==> config.mk <==
export PLATFORM = sky130hd
export DESIGN_NAME = pscl_timer16
export DESIGN_NICKNAME = d
export VERILOG_FILES = /design/src/rtl/pscl_timer16_pkg.sv /design/src/rtl/pscl_timer16_src.sv /design/src/rtl/pscl_timer16_prescale.sv /design/src/rtl/pscl_timer16_core.sv /design/src/rtl/pscl_timer16.sv
export SDC_FILE = /design/constraint.sdc
export NUM_CORES = 1
export LEC_CHECK = 0
export BUFFER_PORTS_ARGS = -buffer_cell sky130_fd_sc_hd__buf_2
export CELL_PAD_IN_SITES_DETAIL_PLACEMENT = 1
export CELL_PAD_IN_SITES_GLOBAL_PLACEMENT = 2
export CORE_UTILIZATION = 38
export DETAILED_ROUTE_END_ITERATION = 12
export PLACE_DENSITY = 0.89
export REMOVE_ABC_BUFFERS = 1
export SLEW_MARGIN = 20
export SYNTH_ARGS = -nofsm -noshare
export SYNTH_HDL_FRONTEND = slang
export SYNTH_SLANG_ARGS = --single-unit
==> constraint.sdc <==
create_clock -name clk -period 4.2 [get_ports clk]
set_input_delay 0.42 -clock clk [delete_from_list [all_inputs] [get_ports clk]]
set_output_delay 0.42 -clock clk [all_outputs]
set_load 0.03 [all_outputs]
==> src/rtl/pscl_timer16_pkg.sv <==
package pscl_timer16_pkg;

  // Decoded register-port action for one cycle.
  typedef struct packed {
    logic zero;        // compare trigger
    logic load_lo;     // live low byte (narrow mode)
    logic load_hi;     // live high byte (narrow mode)
    logic load_both;   // {holding, wdata} (wide mode)
    logic fill_buf;    // holding <= wdata (wide mode)
    logic snap_buf;    // holding <= live high byte (wide mode)
  } tmr_op_t;

  function automatic logic op_restarts(input tmr_op_t op);
    return op.zero | op.load_lo | op.load_hi | op.load_both;
  endfunction

endpackage

==> src/rtl/pscl_timer16_src.sv <==
module pscl_timer16_src #(
  parameter int TICK_DIV    = 4,
  parameter int SYNC_STAGES = 2
) (
  input  logic clk,
  input  logic rst_n,
  input  logic ext_sel,
  input  logic sync_en,
  input  logic ext_in,
  output logic src_tick
);
  localparam int DIV_W = (TICK_DIV > 1) ? $clog2(TICK_DIV) : 1;
  localparam logic [DIV_W-1:0] DIV_LAST = DIV_W'(TICK_DIV - 1);

  logic [DIV_W-1:0]       div_q;
  logic [SYNC_STAGES-1:0] sync_q;
  logic                   sync_prev_q;
  logic                   raw_prev_q;
  logic                   int_tick;
  logic                   rise_sync;
  logic                   rise_raw;

  // free-running instruction-cycle divider
  always_ff @(posedge clk or negedge rst_n) begin
    if (!rst_n)                div_q <= '0;
    else if (div_q == DIV_LAST) div_q <= '0;
    else                       div_q <= div_q + DIV_W'(1);
  end
  assign int_tick = (div_q == DIV_LAST);

  // synchronizer chain
  for (genvar g = 0; g < SYNC_STAGES; g++) begin : g_sync
    if (g == 0) begin : g_first
      always_ff @(posedge clk or negedge rst_n) begin
        if (!rst_n) sync_q[0] <= 1'b0;
        else        sync_q[0] <= ext_in;
      end
    end else begin : g_next
      always_ff @(posedge clk or negedge rst_n) begin
        if (!rst_n) sync_q[g] <= 1'b0;
        else        sync_q[g] <= sync_q[g-1];
      end
    end
  end

  always_ff @(posedge clk or negedge rst_n) begin
    if (!rst_n) begin
      sync_prev_q <= 1'b0;
      raw_prev_q  <= 1'b0;
    end else begin
      sync_prev_q <= sync_q[SYNC_STAGES-1];
      raw_prev_q  <= ext_in;
    end
  end

  assign rise_sync = sync_q[SYNC_STAGES-1] & ~sync_prev_q;
  assign rise_raw  = ext_in & ~raw_prev_q;

  always_comb begin
    if (!ext_sel)     src_tick = int_tick;
    else if (sync_en) src_tick = rise_sync;
    else              src_tick = rise_raw;
  end
endmodule

==> src/rtl/pscl_timer16_prescale.sv <==
module pscl_timer16_prescale #(
  parameter int PS_W = 2
) (
  input  logic            clk,
  input  logic            rst_n,
  input  logic            tick_in,
  input  logic            run,
  input  logic            restart,
  input  logic [PS_W-1:0] ps_sel,
  output logic            inc
);
  localparam int PC_W = ((1 << PS_W) - 1) > 0 ? ((1 << PS_W) - 1) : 1;

  logic [PC_W-1:0] ps_q;
  logic [PC_W-1:0] ones_sh;
  logic [PC_W-1:0] last_v;
  logic            take;

  always_comb begin
    ones_sh = {PC_W{1'b1}} << ps_sel;
    last_v  = ~ones_sh;
  end

  assign take = run & tick_in;
  assign inc  = take & (ps_q >= last_v);

  always_ff @(posedge clk or negedge rst_n) begin
    if (!rst_n)       ps_q <= '0;
    else if (restart) ps_q <= '0;
    else if (take)    ps_q <= inc ? '0 : ps_q + PC_W'(1);
  end
endmodule

==> src/rtl/pscl_timer16_core.sv <==
module pscl_timer16_core
  import pscl_timer16_pkg::*;
#(
  parameter int BYTE_W = 8
) (
  input  logic                clk,
  input  logic                rst_n,
  input  logic                inc,
  input  logic                evt_clear,
  input  logic                wide,
  input  logic                bus_wr,
  input  logic                bus_rd,
  input  logic                bus_hi,
  input  logic [BYTE_W-1:0]   bus_wdata,
  input  logic                flag_clr,
  output logic [2*BYTE_W-1:0] cnt_q,
  output logic [BYTE_W-1:0]   rdata,
  output logic                ovf_flag,
  output logic                restart
);
  localparam int CNT_W = 2 * BYTE_W;

  tmr_op_t           op;
  logic [BYTE_W-1:0] hold_q;
  logic              wrap;

  always_comb begin
    op           = '0;
    op.zero      = evt_clear;
    op.load_lo   = bus_wr & ~bus_hi & ~wide;
    op.load_hi   = bus_wr &  bus_hi & ~wide;
    op.load_both = bus_wr & ~bus_hi &  wide;
    op.fill_buf  = bus_wr &  bus_hi &  wide;
    op.snap_buf  = ~bus_wr & bus_rd & ~bus_hi & wide;
  end

  assign restart = op_restarts(op);
  assign wrap    = inc & ~restart & (cnt_q == {CNT_W{1'b1}});

  always_ff @(posedge clk or negedge rst_n) begin
    if (!rst_n)            cnt_q <= '0;
    else if (op.zero)      cnt_q <= '0;
    else if (op.load_both) cnt_q <= {hold_q, bus_wdata};
    else if (op.load_lo)   cnt_q <= {cnt_q[CNT_W-1:BYTE_W], bus_wdata};
    else if (op.load_hi)   cnt_q <= {bus_wdata, cnt_q[BYTE_W-1:0]};
    else if (inc)          cnt_q <= cnt_q + CNT_W'(1);
  end

  always_ff @(posedge clk or negedge rst_n) begin
    if (!rst_n)           hold_q <= '0;
    else if (op.fill_buf) hold_q <= bus_wdata;
    else if (op.snap_buf) hold_q <= cnt_q[CNT_W-1:BYTE_W];
  end

  always_ff @(posedge clk or negedge rst_n) begin
    if (!rst_n)        ovf_flag <= 1'b0;
    else if (wrap)     ovf_flag <= 1'b1;
    else if (flag_clr) ovf_flag <= 1'b0;
  end

  always_comb begin
    if (!bus_hi)   rdata = cnt_q[BYTE_W-1:0];
    else if (wide) rdata = hold_q;
    else           rdata = cnt_q[CNT_W-1:BYTE_W];
  end
endmodule

==> src/rtl/pscl_timer16.sv <==
module pscl_timer16 #(
  parameter int BYTE_W      = 8,
  parameter int TICK_DIV    = 4,
  parameter int PS_W        = 2,
  parameter int SYNC_STAGES = 2
) (
  input  logic              clk,
  input  logic              rst_n,
  input  logic              cfg_run,
  input  logic              cfg_ext_sel,
  input  logic              cfg_sync,
  input  logic [PS_W-1:0]   cfg_ps,
  input  logic              cfg_wide,
  input  logic              ext_clk_in,
  input  logic              evt_clear,
  input  logic              flag_clr,
  input  logic              bus_wr,
  input  logic              bus_rd,
  input  logic              bus_hi,
  input  logic [BYTE_W-1:0] bus_wdata,
  output logic [BYTE_W-1:0] bus_rdata,
  output logic              ovf_flag
);
  localparam int CNT_W = 2 * BYTE_W;

  logic             src_tick;
  logic             inc;
  logic             restart;
  logic [CNT_W-1:0] cnt_q;

  pscl_timer16_src #(
    .TICK_DIV   (TICK_DIV),
    .SYNC_STAGES(SYNC_STAGES)
  ) u_src (
    .clk     (clk),
    .rst_n   (rst_n),
    .ext_sel (cfg_ext_sel),
    .sync_en (cfg_sync),
    .ext_in  (ext_clk_in),
    .src_tick(src_tick)
  );

  pscl_timer16_prescale #(
    .PS_W(PS_W)
  ) u_ps (
    .clk    (clk),
    .rst_n  (rst_n),
    .tick_in(src_tick),
    .run    (cfg_run),
    .restart(restart),
    .ps_sel (cfg_ps),
    .inc    (inc)
  );

  pscl_timer16_core #(
    .BYTE_W(BYTE_W)
  ) u_core (
    .clk      (clk),
    .rst_n    (rst_n),
    .inc      (inc),
    .evt_clear(evt_clear),
    .wide     (cfg_wide),
    .bus_wr   (bus_wr),
    .bus_rd   (bus_rd),
    .bus_hi   (bus_hi),
    .bus_wdata(bus_wdata),
    .flag_clr (flag_clr),
    .cnt_q    (cnt_q),
    .rdata    (bus_rdata),
    .ovf_flag (ovf_flag),
    .restart  (restart)
  );
endmodule

; Word-level counts from Yosys, hierarchy flattened
; Index checks and enable logic that the tools add are counted.
[totals]
out_inout_bits = 9
regBits = 33
in_bits = 22
word_cells = 67
[op_classes]
eq_ne = 4
mux = 17
n_shift = 1
n_addsub = 3
order_cmp = 1
reduce_logical = 7
n_bitwise = 25
[op_table]
columns = operator, n
row1 = $mux W16, 5
row2 = $mux W8, 4
row3 = $add A16 B1 Y16 const B, 1
row4 = $eq A16 B16 Y1 const B, 1
row5 = $and A1 B1 Y1, 15
row6 = $mux W3, 3
row7 = $reduce_bool A4 Y1, 2
row8 = $not A1 Y1, 6
row9 = $reduce_bool A2 Y1, 3
row10 = $mux W1, 4
row11 = $ne A4 B3 Y1 const B, 1
row12 = $reduce_and A2 Y1, 2
row13 = $add A3 B1 Y3 const B, 1
row14 = $ge A3 B3 Y1, 1
row15 = $ne A3 B3 Y1 const B, 1
row16 = $not A3 Y3, 1
row17 = $or A1 B1 Y1, 3
row18 = $shl A3 B2 Y3 const A, 1
row19 = $add A2 B1 Y2 const B, 1
row20 = $eq A2 B2 Y1 const B, 1
row21 = $mux W2, 1

; Depth between registers and ports, before layout
[depth]
word_depth = 11
mapped_depth = 8
ltp_nobuf = 7

; Cells and area by module
; From an unflattened synthesis, not the netlist that was laid out.
[hier_totals]
cells_unflattened = 296
hier_area_um2 = 2476.1
[modules_own_cells]
columns = mod, seq_area_each_um2, cells_per_inst, n_inst, area_each_um2
row1 = pscl_timer16_core, 625.6, 255, 1, 2043.2
row2 = pscl_timer16_prescale, 75.1, 30, 1, 265.3
row3 = pscl_timer16_src, 125.1, 11, 1, 167.7

; Least setup slack after synthesis
; Ideal clock, no wire load.
[synth_path]
path_kind = input-to-reg
startpoint = input cfg_ps[0]
endpoint = register u_core.cnt_q[5]
path_slack_ns = 2.011
arrival_ns = 2.062
setup_ns = 0.127
required_ns = 4.073
n_path_buf = 0
path_stages = 7
path_cell_list = or2_2 ha_1 nor2b_1 o21a_2 o41ai_4 a21boi_1 o22ai_1
[synth_via]
elab_chain_len = 6
[synth_lines]
columns = element, line
row1 = from (decl), pscl_timer16.sv:12  ; input logic [PS_W-1:0] cfg_ps,
row2 = $shl A3 B2 Y3, pscl_timer16_prescale.sv:20  ; ones_sh = {PC_W{1'b1}} << ps_sel;
row3 = $not A3 Y3, pscl_timer16_prescale.sv:21  ; last_v = ~ones_sh;
row4 = $ge A3 B3 Y1, pscl_timer16_prescale.sv:25  ; assign inc = take & (ps_q >= last_v);
row5 = $and A1 B1 Y1, pscl_timer16_prescale.sv:25
row6 = $reduce_bool A4 Y1 (no line), -
row7 = $reduce_and A2 Y1 (no line), -
row8 = to (signal assigned), pscl_timer16_core.sv:43  ; else if (op.load_both) cnt_q <= {hold_q, bus_wdata};
row9 = to (signal assigned), pscl_timer16_core.sv:44  ; else if (op.load_lo) cnt_q <= {cnt_q[CNT_W-1:BYTE_W], bus_wdata};
row10 = to (signal assigned), pscl_timer16_core.sv:45  ; else if (op.load_hi) cnt_q <= {bus_wdata, cnt_q[BYTE_W-1:0]};
row11 = to (decl), pscl_timer16_core.sv:16  ; output logic [2*BYTE_W-1:0] cnt_q,
; Every way passes these cells.
; A chain may end at the register's enable or synchronous reset.

; Worst setup path in the final report
[layout_path]
startpoint = input cfg_ps[0]
endpoint = register u_core.cnt_q[13]
; The elaborated chain is that of the path after synthesis.

==> results.ini <==
[run_status]
outcome=complete, no violations

[logic_synthesis]
ys_top_cells_by_count=33 x dfrtp_1, 30 x a21oi_1, 23 x nor2_1, 22 x nand2_1, 14 x inv_1
synth_cell_types=63
synth_area_mm2=0.002390
yosysSeqAreaShare_pct=34.55
ys_warn_count=0
syn_inst=278
synth.area.top_cells=dfrtp_1 35%, a21oi_1 6.3%, a22o_1 3.7%
netlist.area_leader.share_pct=34.55
synth_top_cell_by_area=dfrtp_1
avgSynthCellArea_um2=8.596
synth-main-ff-cell=dfrtp_1
synth-edff-count=0
ys_seq_elements=33
synthArstFlopShare_pct=100.0
synth.most_common_cell=dfrtp_1

[clocking]
cts_tree=done
post_cts_buffers=0
cts_buffer_depth=2
clockRootBuffer=clkbuf_8
clkTransAtPathRegs_ns=0.07
postCtsHoldBufs=0
cts_buffers=5
post_cts_resized=0
insertion_delay_ns=0.29
clkSinkCount=33
h-tree-depth=2

[min_path]
worstHoldPathType=input port to async pin

[worst_setup_path]
path_cells=buf_2, or2_2, ha_1, nor2b_1, o21ai_0, nand3_1, o311ai_1, o31ai_1
critical_path_class=input port to register
r2r_cells=6
crit_cells=8
path_buf_inv=1
crit_slowest_cell=o21ai_0
end_kind=register
crit_required_ns=4.35
critPathTopFamily=compound AO/OA/AOI/OAI gates
cp_slowest_stage_delay_ns=0.46
cp-start-kind=input port
arrival_ns=2.40
cp_max_fo=5
reg2reg_setup_slack_ns=2.01

[sta]
period_share_pct=53.61
hold_viol_final=0
tightest_slew_ns=0.8008
maxSlewViolCount=0
rsz0062_at_grt=false
setup_viol=0
min_period_ns=2.252
tns_ns=0
holdWs_ns=0.2051
maxClockFrequency_mhz=444.1
slew_headroom_pct=46.61
finClkSkew_ns=0.01022

[power_and_ir_drop]
peakVddDrop_uv=157.3
p_int_mw=0.5602
pwr-share-clk_pct=32.6
switchingPower_mw=0.2738
p_leak_nw=1.145
p_sw_share_pct=32.83
powerDensity_mw_per_mm2=313.7
seqPwrFrac_pct=44.6
combPwrFrac_pct=22.8

[die]
start_util_pct=39.89
die_h_um=81.30
dieWidth_um=81.30
rows=28
io_pins=31
coreArea_mm2=0.005991
die-area_mm2=0.006610

[cells_and_area]
final_util_pct=44.38
regArea_um2=825.8
instances_no_fill=376
multi_input_area_mm2=0.001420
layout-drive-gt1-share_pct=18.60
final_nets=328
diodes=0
area_delta_synth_final_pct=11.26
nFillCells=713

[placement]
dp_cells=368
hpwl_mm=5.561
place_congestion=0.8179
port_buffers=30

[grt]
grt_overflow_total=0
grt_antenna_before_repair=0
grt_util_all_layers_pct=25.92
grt_pass1_wl_mm=12.68
grt_max_degree=34
grt_pass1_vias=2402

[job]
drv_cap=0

[detailed_routing]
vias=2265
viasPerCell=6.024
drtPass1Iterations=4
wl_per_cell_um=20.10
drt_iter0_markers=142
finalWirelength_mm=7.557
drc=0
ant_nets=0

[layout make-up]
| type | count | share of cell area [%] |
|---|---|---|
| Multi-Input combinational cell | 214 | 53.41 |
| Tap cell | 75 | 3.529 |
| Inverter | 14 | 1.976 |
| Clock inverter | 1 | 0.1882 |
| Clock buffer | 7 | 3.624 |
| Sequential cell | 33 | 31.06 |
| Timing Repair Buffer | 32 | 6.212 |
[per-layer routing]
layer / GRT usage (%) / routed length [um]
met4: 10.36 / 216
met2: 40.67 / 3584
met1: 35.34 / 3496
met5: 0 / 0
met3: 4.045 / 260
[cell families after synthesis]
family	Yosys count	share of synthesized area, %
fa+ha+maj	6	3.141
buf+inv	31	6.021
xor+xnor	1	0.3666
simple gates	102	23.87
mux	9	3.822
compound gates	96	28.22
flops	33	34.55
[through the flow]
step / cell area, um^2 / total power [mW] / setup WS [ns]
5_1_grt: 2659 / 0.8768 / 1.704
3_3_place_gp: 2557 / 0.5618 / 1.791
3_5_place_dp: 2557 / 0.5669 / 1.596
4_1_cts: 2659 / 0.8360 / 1.912
6_report: 2659 / 0.8340 / 1.948
2_1_floorplan: 2298 / 0.4870 / 2.011
[final timing paths]
check / from / endpoint
min: rst_n / u_src.div_q[1]
max in group asynchronous: rst_n / u_core.cnt_q[15]
min in group clk: ext_clk_in / u_src.sync_q[0]
max reg2reg: u_ps.ps_q[2] / u_core.cnt_q[13]
min reg2reg: u_src.sync_q[0] / u_src.sync_q[1]
max: cfg_ps[0] / u_core.cnt_q[13]
[registers in the layout, summed over array words and instances (netlist names)]
name,cells
u_core.cnt_q,16
u_core.hold_q,8
u_core.ovf_flag,1
u_ps.ps_q,3
u_src.div_q,2
u_src.sync_prev_q,1
u_src.sync_q,2
[power groups by stage]
| stage | logic, mW | registers (mW) | clock network [mW] |
|---|---|---|---|
| detailed placement | 0.190 | 0.377 | 0 |
| floorplan | 0.120 | 0.366 | 0 |
| finish | 0.190 | 0.372 | 0.272 |
| global placement | 0.186 | 0.376 | 0 |
| CTS | 0.190 | 0.372 | 0.274 |
| global route | 0.210 | 0.376 | 0.291 |
[placed cells by master (no fill, tap or decap), drive strengths merged, types with 2 or more instances in the layout]
| cell type | instances |
|---|---|
| a22o | 10 |
| nor3b | 3 |
| o31ai | 4 |
| o21ai | 12 |
| and3 | 5 |
| a211oi | 4 |
| inv | 14 |
| nor2 | 23 |
| nand4 | 5 |
| a31oi | 2 |
| clkbuf | 7 |
| nor3 | 7 |
| a21oi | 30 |
| o21a | 2 |
| a21boi | 3 |
| mux2i | 8 |
| o31a | 2 |
| dfrtp | 33 |
| nand3 | 9 |
| ha | 6 |
| buf | 32 |
| o22ai | 12 |
| nand2 | 23 |
| nor4 | 4 |
| and2 | 2 |
| nor2b | 6 |
| and4 | 2 |
| or2 | 2 |
| a311oi | 3 |
| o41ai | 2 |
| nand2b | 7 |
| o32ai | 2 |
Power figures use the tool's default switching activity.
